===== src/rtl/strmv_pkg.sv =====
// Package: shared encodings for the string move engine.
// Assumes: command bytes are 8 bits wide.
package strmv_pkg;
    localparam logic [7:0] CMD_PREFIX = 8'hF2;
    localparam logic [7:0] CMD_MOVE   = 8'hA4;

    typedef enum logic [0:0] {
        DEC_WAIT_PREFIX = 1'b0,
        DEC_WAIT_OP     = 1'b1
    } dec_state_t;

    typedef enum logic [1:0] {
        CP_IDLE    = 2'd0,
        CP_RD_REQ  = 2'd1,
        CP_RD_WAIT = 2'd2,
        CP_WRITE   = 2'd3
    } cp_state_t;
endpackage


===== src/rtl/strmv_decoder.sv =====
// Module: strmv_decoder
// Recognizes the two-byte move command in the incoming byte stream.
// Assumes: byte_take is high only for bytes accepted while the engine is idle.
// start is combinational in the cycle the opcode byte is taken; bad is a
// registered one-cycle pulse after a prefix followed by a wrong byte.
module strmv_decoder
    import strmv_pkg::*;
(
    input  logic       clk,
    input  logic       rst_n,
    input  logic       byte_take,
    input  logic [7:0] byte_in,
    output logic       start,
    output logic       bad
);
    dec_state_t state;
    logic       bad_q;

    // Start fires when the opcode byte follows the prefix.
    always_comb begin
        start = byte_take && (state == DEC_WAIT_OP) && (byte_in == CMD_MOVE);
    end

    // Track whether a prefix has been seen; flag a prefix with a wrong follower.
    always_ff @(posedge clk) begin
        if (!rst_n) begin
            state <= DEC_WAIT_PREFIX;
            bad_q <= 1'b0;
        end else begin
            bad_q <= 1'b0;
            if (byte_take) begin
                if (state == DEC_WAIT_PREFIX) begin
                    if (byte_in == CMD_PREFIX) state <= DEC_WAIT_OP;
                end else begin
                    state <= DEC_WAIT_PREFIX;
                    if (byte_in != CMD_MOVE) bad_q <= 1'b1;
                end
            end
        end
    end

    assign bad = bad_q;

    // the flag is only raised after a byte was taken in the opcode state.
    a_r5_bad_after_prefix: assert property (@(posedge clk) disable iff (!rst_n)
        bad_q |-> ($past(state) == DEC_WAIT_OP) && $past(byte_take));

    // a non-prefix byte while waiting for a prefix leaves the state alone.
    a_r6_ignore_stray: assert property (@(posedge clk) disable iff (!rst_n)
        (byte_take && state == DEC_WAIT_PREFIX && byte_in != CMD_PREFIX)
        |=> (state == DEC_WAIT_PREFIX) && !bad_q);
endmodule


===== src/rtl/strmv_copier.sv =====
// Module: strmv_copier
// Runs the read/write loop over the byte memory ports and holds the
// source pointer, destination pointer and count registers.
// Assumes: read data returns (rdat_valid) only after an accepted read request;
// rdat_valid outside the wait state is ignored.
module strmv_copier
    import strmv_pkg::*;
#(
    parameter int ADDR_W = 16,
    parameter int CNT_W  = 16
) (
    input  logic              clk,
    input  logic              rst_n,
    input  logic              start,
    input  logic [ADDR_W-1:0] src_in,
    input  logic [ADDR_W-1:0] dst_in,
    input  logic [CNT_W-1:0]  cnt_in,
    output logic              rd_valid,
    output logic [ADDR_W-1:0] rd_addr,
    input  logic              rd_ready,
    input  logic              rdat_valid,
    input  logic [7:0]        rdat,
    output logic              wr_valid,
    output logic [ADDR_W-1:0] wr_addr,
    output logic [7:0]        wr_data,
    input  logic              wr_ready,
    output logic [ADDR_W-1:0] src_q,
    output logic [ADDR_W-1:0] dst_q,
    output logic [CNT_W-1:0]  cnt_q,
    output logic              done,
    output logic              busy
);
    localparam logic [CNT_W-1:0]  CNT_ONE  = CNT_W'(1);
    localparam logic [ADDR_W-1:0] ADDR_ONE = ADDR_W'(1);

    cp_state_t  state;
    logic [7:0] data_q;
    logic       done_q;
    logic       wr_fire;

    // Write handshake of the current byte.
    always_comb begin
        wr_fire = (state == CP_WRITE) && wr_ready;
    end

    // Main loop: load operands, request read, await data, write, step registers.
    always_ff @(posedge clk) begin
        if (!rst_n) begin
            state  <= CP_IDLE;
            src_q  <= '0;
            dst_q  <= '0;
            cnt_q  <= '0;
            data_q <= '0;
            done_q <= 1'b0;
        end else begin
            done_q <= 1'b0;
            unique case (state)
                CP_IDLE: begin
                    if (start) begin
                        src_q <= src_in;
                        dst_q <= dst_in;
                        cnt_q <= cnt_in;
                        if (cnt_in == '0) done_q <= 1'b1;
                        else              state  <= CP_RD_REQ;
                    end
                end
                CP_RD_REQ: begin
                    if (rd_ready) state <= CP_RD_WAIT;
                end
                CP_RD_WAIT: begin
                    if (rdat_valid) begin
                        data_q <= rdat;
                        state  <= CP_WRITE;
                    end
                end
                CP_WRITE: begin
                    if (wr_fire) begin
                        src_q <= src_q + ADDR_ONE;
                        dst_q <= dst_q + ADDR_ONE;
                        cnt_q <= cnt_q - CNT_ONE;
                        if (cnt_q == CNT_ONE) begin
                            state  <= CP_IDLE;
                            done_q <= 1'b1;
                        end else begin
                            state <= CP_RD_REQ;
                        end
                    end
                end
                default: state <= CP_IDLE;
            endcase
        end
    end

    // Drive the memory ports from the state and the current registers.
    always_comb begin
        rd_valid = (state == CP_RD_REQ);
        rd_addr  = src_q;
        wr_valid = (state == CP_WRITE);
        wr_addr  = dst_q;
        wr_data  = data_q;
        busy     = (state != CP_IDLE);
        done     = done_q;
    end

    // a stalled read request holds its address.
    a_r7_rd_hold: assert property (@(posedge clk) disable iff (!rst_n)
        (rd_valid && !rd_ready) |=> rd_valid && $stable(rd_addr));

    // a stalled write request holds address and data.
    a_r7_wr_hold: assert property (@(posedge clk) disable iff (!rst_n)
        (wr_valid && !wr_ready) |=> wr_valid && $stable(wr_addr) && $stable(wr_data));

    // every accepted write steps the count down by one.
    a_r3_count_step: assert property (@(posedge clk) disable iff (!rst_n)
        (wr_valid && wr_ready) |=> (cnt_q == $past(cnt_q) - CNT_ONE)
                                   && (src_q == $past(src_q) + ADDR_ONE));

    // a zero-length command completes at once with no request.
    a_r4_zero_len: assert property (@(posedge clk) disable iff (!rst_n)
        (start && !busy && cnt_in == '0) |=> done && !rd_valid && !wr_valid);

    // completion is a single-cycle pulse with the count exhausted.
    a_r8_done_pulse: assert property (@(posedge clk) disable iff (!rst_n)
        done |-> (cnt_q == '0) && !busy);
endmodule


===== src/rtl/strmv_engine.sv =====
// Module: strmv_engine (top)
// Repeated string move engine: command recognizer feeding the copy loop.
// Assumes: src_init/dst_init/cnt_init hold the architectural register values
// when the opcode byte is accepted; command bytes are taken only while idle.
module strmv_engine #(
    parameter int ADDR_W = 16,
    parameter int CNT_W  = 16
) (
    input  logic              clk,
    input  logic              rst_n,
    input  logic              cmd_valid,
    input  logic [7:0]        cmd_byte,
    output logic              cmd_ready,
    input  logic [ADDR_W-1:0] src_init,
    input  logic [ADDR_W-1:0] dst_init,
    input  logic [CNT_W-1:0]  cnt_init,
    output logic              rd_valid,
    output logic [ADDR_W-1:0] rd_addr,
    input  logic              rd_ready,
    input  logic              rdat_valid,
    input  logic [7:0]        rdat,
    output logic              wr_valid,
    output logic [ADDR_W-1:0] wr_addr,
    output logic [7:0]        wr_data,
    input  logic              wr_ready,
    output logic [ADDR_W-1:0] src_ptr,
    output logic [ADDR_W-1:0] dst_ptr,
    output logic [CNT_W-1:0]  cnt_left,
    output logic              done,
    output logic              unsupported
);
    logic busy;
    logic take;
    logic start;

    // Accept command bytes only while no copy is running.
    always_comb begin
        cmd_ready = !busy;
        take      = cmd_valid && cmd_ready;
    end

    strmv_decoder u_dec (
        .clk     (clk),
        .rst_n   (rst_n),
        .byte_take(take),
        .byte_in (cmd_byte),
        .start   (start),
        .bad     (unsupported)
    );

    strmv_copier #(.ADDR_W(ADDR_W), .CNT_W(CNT_W)) u_cp (
        .clk       (clk),
        .rst_n     (rst_n),
        .start     (start),
        .src_in    (src_init),
        .dst_in    (dst_init),
        .cnt_in    (cnt_init),
        .rd_valid  (rd_valid),
        .rd_addr   (rd_addr),
        .rd_ready  (rd_ready),
        .rdat_valid(rdat_valid),
        .rdat      (rdat),
        .wr_valid  (wr_valid),
        .wr_addr   (wr_addr),
        .wr_data   (wr_data),
        .wr_ready  (wr_ready),
        .src_q     (src_ptr),
        .dst_q     (dst_ptr),
        .cnt_q     (cnt_left),
        .done      (done),
        .busy      (busy)
    );

    // no command byte is taken while a memory request is outstanding.
    a_r8_no_cmd_when_copying: assert property (@(posedge clk) disable iff (!rst_n)
        (rd_valid || wr_valid) |-> !cmd_ready);

    // a rejected command leaves the pointers untouched.
    a_r5_bad_no_change: assert property (@(posedge clk) disable iff (!rst_n)
        unsupported |-> $stable(src_ptr) && $stable(dst_ptr) && $stable(cnt_left));
endmodule


===== config.mk =====
export PLATFORM = sky130hd
export DESIGN_NAME = strmv_engine
export DESIGN_NICKNAME = d
export VERILOG_FILES = /design/src/rtl/strmv_pkg.sv /design/src/rtl/strmv_decoder.sv /design/src/rtl/strmv_copier.sv /design/src/rtl/strmv_engine.sv
export SDC_FILE = /design/constraint.sdc
export NUM_CORES = 1
export LEC_CHECK = 0
export BUFFER_PORTS_ARGS = -buffer_cell sky130_fd_sc_hd__buf_2
export CAP_MARGIN = 10
export CORE_UTILIZATION = 50
export CTS_BUF_LIST = sky130_fd_sc_hd__clkbuf_4
export CTS_CLUSTER_DIAMETER = 80
export DETAILED_ROUTE_END_ITERATION = 8
export GPL_ROUTABILITY_DRIVEN = 0
export MAX_ROUTING_LAYER = met4
export PLACE_DENSITY_LB_ADDON = 0.1
export SYNTH_ARGS = -nofsm -noshare
export SYNTH_HDL_FRONTEND = slang
export SYNTH_SLANG_ARGS = --single-unit
export TNS_END_PERCENT = 100

===== constraint.sdc =====
create_clock -name clk -period 3.4 [get_ports clk]
set_clock_uncertainty 0.2 [all_clocks]
set_input_delay 0.68 -clock clk [delete_from_list [all_inputs] [get_ports clk]]
set_output_delay 0.68 -clock clk [all_outputs]
set_load 0.01 [all_outputs]

# After elaboration in Yosys (flattened, before gate mapping)
# Cells that the tools add are included.
[totals] word_cells=60 reg_bits=61 output_inout_bits=93 in_bits=70
[classes] eq_ne=12 reduce_logical=13 n_addsub=3 mux=24
[op_table] operator="2-to-1 mux 16 bit" count=6
[op_table] operator="one-hot mux 16 bit (2 select lines)" count=3
[op_table] operator="adder 16 x 1 -> 16 bit, second input constant" count=2
[op_table] operator="equality test 16 x 1 -> 1 bit, second input constant" count=1
[op_table] operator="equality test 8 bit, second input constant" count=2
[op_table] operator="logical NOT 16 bit" count=1
[op_table] operator="subtractor 16 x 1 -> 16 bit, second input constant" count=1
[op_table] operator="2-to-1 mux 2 bit" count=5
[op_table] operator="2-to-1 mux 1 bit" count=8
[op_table] operator="!= test 8 bit, second input constant" count=1
[op_table] operator="one-hot mux 2 bit (4 select lines)" count=1
[op_table] operator="!= test 2 bit, second input constant" count=3
[op_table] operator="AND reduction 3 bit" count=2
[op_table] operator="AND reduction 5 bit" count=1
[op_table] operator="equality test 2 bit, second input constant" count=2
[op_table] operator="logical AND 1 bit" count=4
[op_table] operator="!= test 2 x 1 -> 1 bit, second input constant" count=2
[op_table] operator="nonzero test 2 bit" count=2
[op_table] operator="equality test 2 x 1 -> 1 bit, second input constant" count=1
[op_table] operator="logical NOT 2 bit" count=1
[op_table] operator="one-hot mux 1 bit (2 select lines)" count=1
[op_table] operator="AND reduction 2 bit" count=1
[op_table] operator="logical NOT 1 bit" count=1

# Logic depth before layout (Yosys ltp)
[logic_depth] word_depth=7 mapped_depth=9 depth_no_buf=7

# Cells and area by module
# A second synthesis with hierarchy kept.
[unflattened] hier_cells=530 hier_area_um2=4052.6
[by_module_without_submodules] module="strmv_copier" seq_area_each_um2=1181.1 cells_each=515 area_per_inst_um2=3926.3 n_inst=1
[by_module_without_submodules] module="strmv_decoder" seq_area_each_um2=40.0 cells_each=13 area_per_inst_um2=116.4 n_inst=1
[by_module_without_submodules] module="strmv_engine" seq_area_each_um2=0.0 cells_each=2 area_per_inst_um2=10.0 n_inst=1

# Least setup slack after synthesis
# OpenSTA, ideal clock, no wires.
[synth_path] kind="input-to-reg" startpoint="input cmd_byte[1]" endpoint="register u_cp.dst_q[6]" setup_slack_ps=1169 arrival_time_ps=1912 t_required_ps=3081 setup_time_ps=119 n_path_buf=2 cell_stages=6 path_cell_list="nor4b_4 -> nand4_2 -> a21o_1 -> buf_6 -> clkbuf_1 -> o221a_2"
[synth_between] elab_chain_cells=4
[synth_lines] element="from (decl)" line="strmv_engine.sv:12" source="input logic [7:0] cmd_byte,"
[synth_lines] element="equality test 8 bit" line="strmv_decoder.sv:21" source="start = byte_take && (state == DEC_WAIT_OP) && (byte_in == CMD_MOVE);"
[synth_lines] element="logical AND 1 bit" line="strmv_decoder.sv:21"
[synth_lines] element="!= test 2 bit (no line)"
[synth_lines] element="AND reduction 3 bit (no line)"
[synth_lines] element="to (signal assigned)" line="strmv_copier.sv:61" source="dst_q <= dst_in;"
[synth_lines] element="to (signal assigned)" line="strmv_copier.sv:79" source="dst_q <= dst_q + ADDR_ONE;"
[synth_lines] element="to (decl)" line="strmv_copier.sv:28" source="output logic [ADDR_W-1:0] dst_q,"
# No other way between the ends.
# A chain may end at the register's enable or synchronous reset.

# Worst setup path after layout
[layout_path] startpoint="register u_cp.state[0]" endpoint="output wr_valid"
[layout_between] elab_chain_cells=1
[layout_lines] element="from (decl)" line="strmv_copier.sv:36" source="cp_state_t state;"
[layout_lines] element="from (signal assigned)" line="strmv_copier.sv:49" source="state <= CP_IDLE;"
[layout_lines] element="from (signal assigned)" line="strmv_copier.sv:64" source="else state <= CP_RD_REQ;"
[layout_lines] element="from (signal assigned)" line="strmv_copier.sv:68" source="if (rd_ready) state <= CP_RD_WAIT;"
[layout_lines] element="equality test 2 bit" line="strmv_copier.sv:98" source="wr_valid = (state == CP_WRITE);"
[layout_lines] element="to (decl)" line="strmv_engine.sv:22" source="output logic wr_valid,"
# No other way between the ends.

==> run metrics <==
status completed; Ant. Diodes 0; GRT Overall Usage 27.4%; Initial DRC Count 231; Syn Area/Cell 7.58 um2; largest area contributor in the netlist dfxtp_1; detailed-route via count ~4300; Netlist Area Pre-Place 0.00390 mm2; Util after Layout just over 60%; CTS tree done; Metal-1 WL 5000 um; prevailing post-synth register cell dfxtp_1; port bufs between 150 and 200; total grt overflow 0; share of cells above drive strength 1 about a third; Routed WL per cell roughly 15 um; Relative slew margins 46.6%; Pleak 2.14 nW; Max Used Layer met4; CTS clk-pin slew, worst paths 0.10 ns; Tmin final 2.47 ns; most common cell in the netlist a21oi_1; dpl hpwl 7630 um; Slew Viols, Final 0; Rows 31; Final #Nets 704; CTS max path bufs 2; crit path cell chain ha_2 -> buf_4 -> buf_2; Worst Path Max Fanout 35; Critical Path RT approximately 2.5 ns; Syn Inst Count 514; maxcap violations 0; Routed Antenna Nets 0; number of synthesized flops with an enable pin 0; final hold violations 0; RSZ-0062 raised after global routing false; # resized after CTS 0; #FFs+latches synth 61; CP Launch Type flop; Slowest cell on crit path dfxtp_1; HP Class flop to flop; pwr/cell area ~280 mW/mm2; routed vias/inst 5.84; initial core utilization 52.6%; postcts setup bufs 0; Top Ports between 150 and 200; worst-margin pin slew 0.793 ns; number of global-route vias before repair 3709; Unique masters post-synth 53; clk sinks 61; kind of critical path flop to primary output; DR WL met2 4990 um; Post-synth top cells 66 x a21oi_1, 61 x dfxtp_1, 56 x nand2_1; Final Cycle Share 72.7%; met3 wire length 691 um; CTS Buf Count 9; Synth top area share a little under a third; Seq/Total Area, Yosys 31.3%; syn nets 592; Critical Path AT 1.59 ns; Final setup viols 0; # hold bufs at CTS 0; Post-Route WL 10900 um; endpoint class of the critical path primary output; ys async rst share 0%; first-pass GRT wire length 17900 um; Area Growth Syn to Fin 18.4%; initial antenna violation count 0; # fillers 709; CORE AREA 0.00741 mm2; setup TNS 0 ns; warning count from the yosys run 0; top post-synthesis cells by area dfxtp_1 31%, a21oi_1 8.5%, buf_4 6.4%; pin count of the biggest net entering global routing 79; DRC viols 0; clock root cell clkbuf_4; first-pass detailed-route iteration total 5; die area 0.00815 mm2; Worst-Skew Late Latency between 0.4 and 0.5 ns; fmax 404 MHz; chip width 90.3 um; crit-path max cell delay 0.42 ns; Max IR drop VDD 0.249 mV; Die Height 90.3 um; H-tree Lvls 3
==> logic make-up after synthesis <==
group | Yosys count | synth area share, %
simple gates | 197 | 25.7
mux | 3 | 0.771
buf+inv | 81 | 11.8
compound gates | 164 | 27.8
fa+ha+maj | 8 | 2.57
flops | 61 | 31.3
==> worst paths after layout <==
path / cells past startpoint / slack (ns) / end / from
worst max-delay path: 3 / 0.93 / wr_valid / u_cp.state[0]
worst min-delay path: 2 / 0.26 / u_cp.wr_data[7] / u_cp.wr_data[7]
worst max register to register: 7 / 0.96 / u_cp.rd_addr[6] / u_cp.state[0]
worst min register to register: 2 / 0.26 / u_cp.wr_data[7] / u_cp.wr_data[7]
==> sequential cells by signal, summed over array words and instances (netlist names) <==
register,flops
u_cp.cnt_q,16
u_cp.dst_q,16
u_cp.rd_addr,16
u_cp.wr_data,8
u_cp.state,2
u_cp.done,1
u_dec.bad,1
u_dec.state,1
==> metal layers <==
layer | vias to the layer above | track usage [%]
met5 | - | -
met4 | 0 | 10.9
met3 | 20 | 3.62
met2 | 175 | 42.6
met1 | 1966 | 36.2
li1 | 2095 | -
==> report_power, final <==
group          leakage, nW  internal, mW  switching (mW)
logic                 1.58        0.0474          0.0504
registers            0.491         0.714        0.000171
clock network       0.0666         0.213           0.272
==> cell type report <==
cell class	count	area [um2]	share of cell area, %
Multi-Input combinational cell	372	2220	48.1
Sequential cell	61	1220	26.5
Timing Repair Buffer	170	883	19.1
Tap cell	99	124	2.68
Clock buffer	9	67.6	1.46
Clock inverter	6	55.1	1.19
Inverter	12	45.0	0.976
==> worst max-delay path, delay by kind of cell, from the launching register on <==
kind | cells | cell delay, ns
flip-flops | 1 | 0.42
buffers and inverters | 2 | 0.54
adder cells (fa/ha/maj) | 1 | 0.23
==> placed cells by master (no fill, tap or decap), drive strengths merged, types with 2 or more instances in the layout <==
| master | Yosys | layout |
|---|---|---|
| o211ai | 6 | 6 |
| ha | 8 | 8 |
| nor2b | 4 | 4 |
| mux2i | 3 | 3 |
| a22oi | 3 | 3 |
| nand4 | 8 | 8 |
| nor2 | 47 | 47 |
| nand2 | 56 | 56 |
| buf | 40 | 170 |
| and4b | 2 | 2 |
| o221a | 14 | 14 |
| nand3 | 27 | 27 |
| or3 | 5 | 5 |
| nand2b | 4 | 4 |
| and3 | 7 | 7 |
| a31oi | 7 | 7 |
| o31ai | 7 | 7 |
| clkinv | 1 | 5 |
| o2bb2ai | 4 | 4 |
| a21oi | 66 | 66 |
| inv | 11 | 11 |
| o21ai | 24 | 24 |
| o32ai | 12 | 12 |
| nor3 | 15 | 15 |
| or4 | 2 | 2 |
| nor4b | 2 | 2 |
| dfxtp | 61 | 61 |
| a211oi | 6 | 6 |
| a32oi | 3 | 3 |
| a21o | 3 | 3 |
| clkbuf | 29 | 9 |
| o22ai | 2 | 2 |
| nor4 | 8 | 8 |
| nand4b | 2 | 2 |
| a41oi | 3 | 3 |
| and2 | 4 | 4 |
==> stage by stage <==
| stage | setup slack [ns] | total power, mW | hold WS, ns | std cells | instance area [um2] |
|---|---|---|---|---|---|
| 2_1_floorplan | 1.17 | 0.772 | 0.278 | 514 | 3900 |
| 3_3_place_gp | 0.999 | 0.827 | 0.242 | 714 | 4490 |
| 3_5_place_dp | 0.955 | 0.828 | 0.243 | 714 | 4490 |
| 4_1_cts | 0.914 | 1.30 | 0.258 | 729 | 4610 |
| 5_1_grt | 0.735 | 1.35 | 0.270 | 729 | 4610 |
| 6_report | 0.927 | 1.30 | 0.256 | 729 | 4610 |
Power figures use the tool's default switching activity.
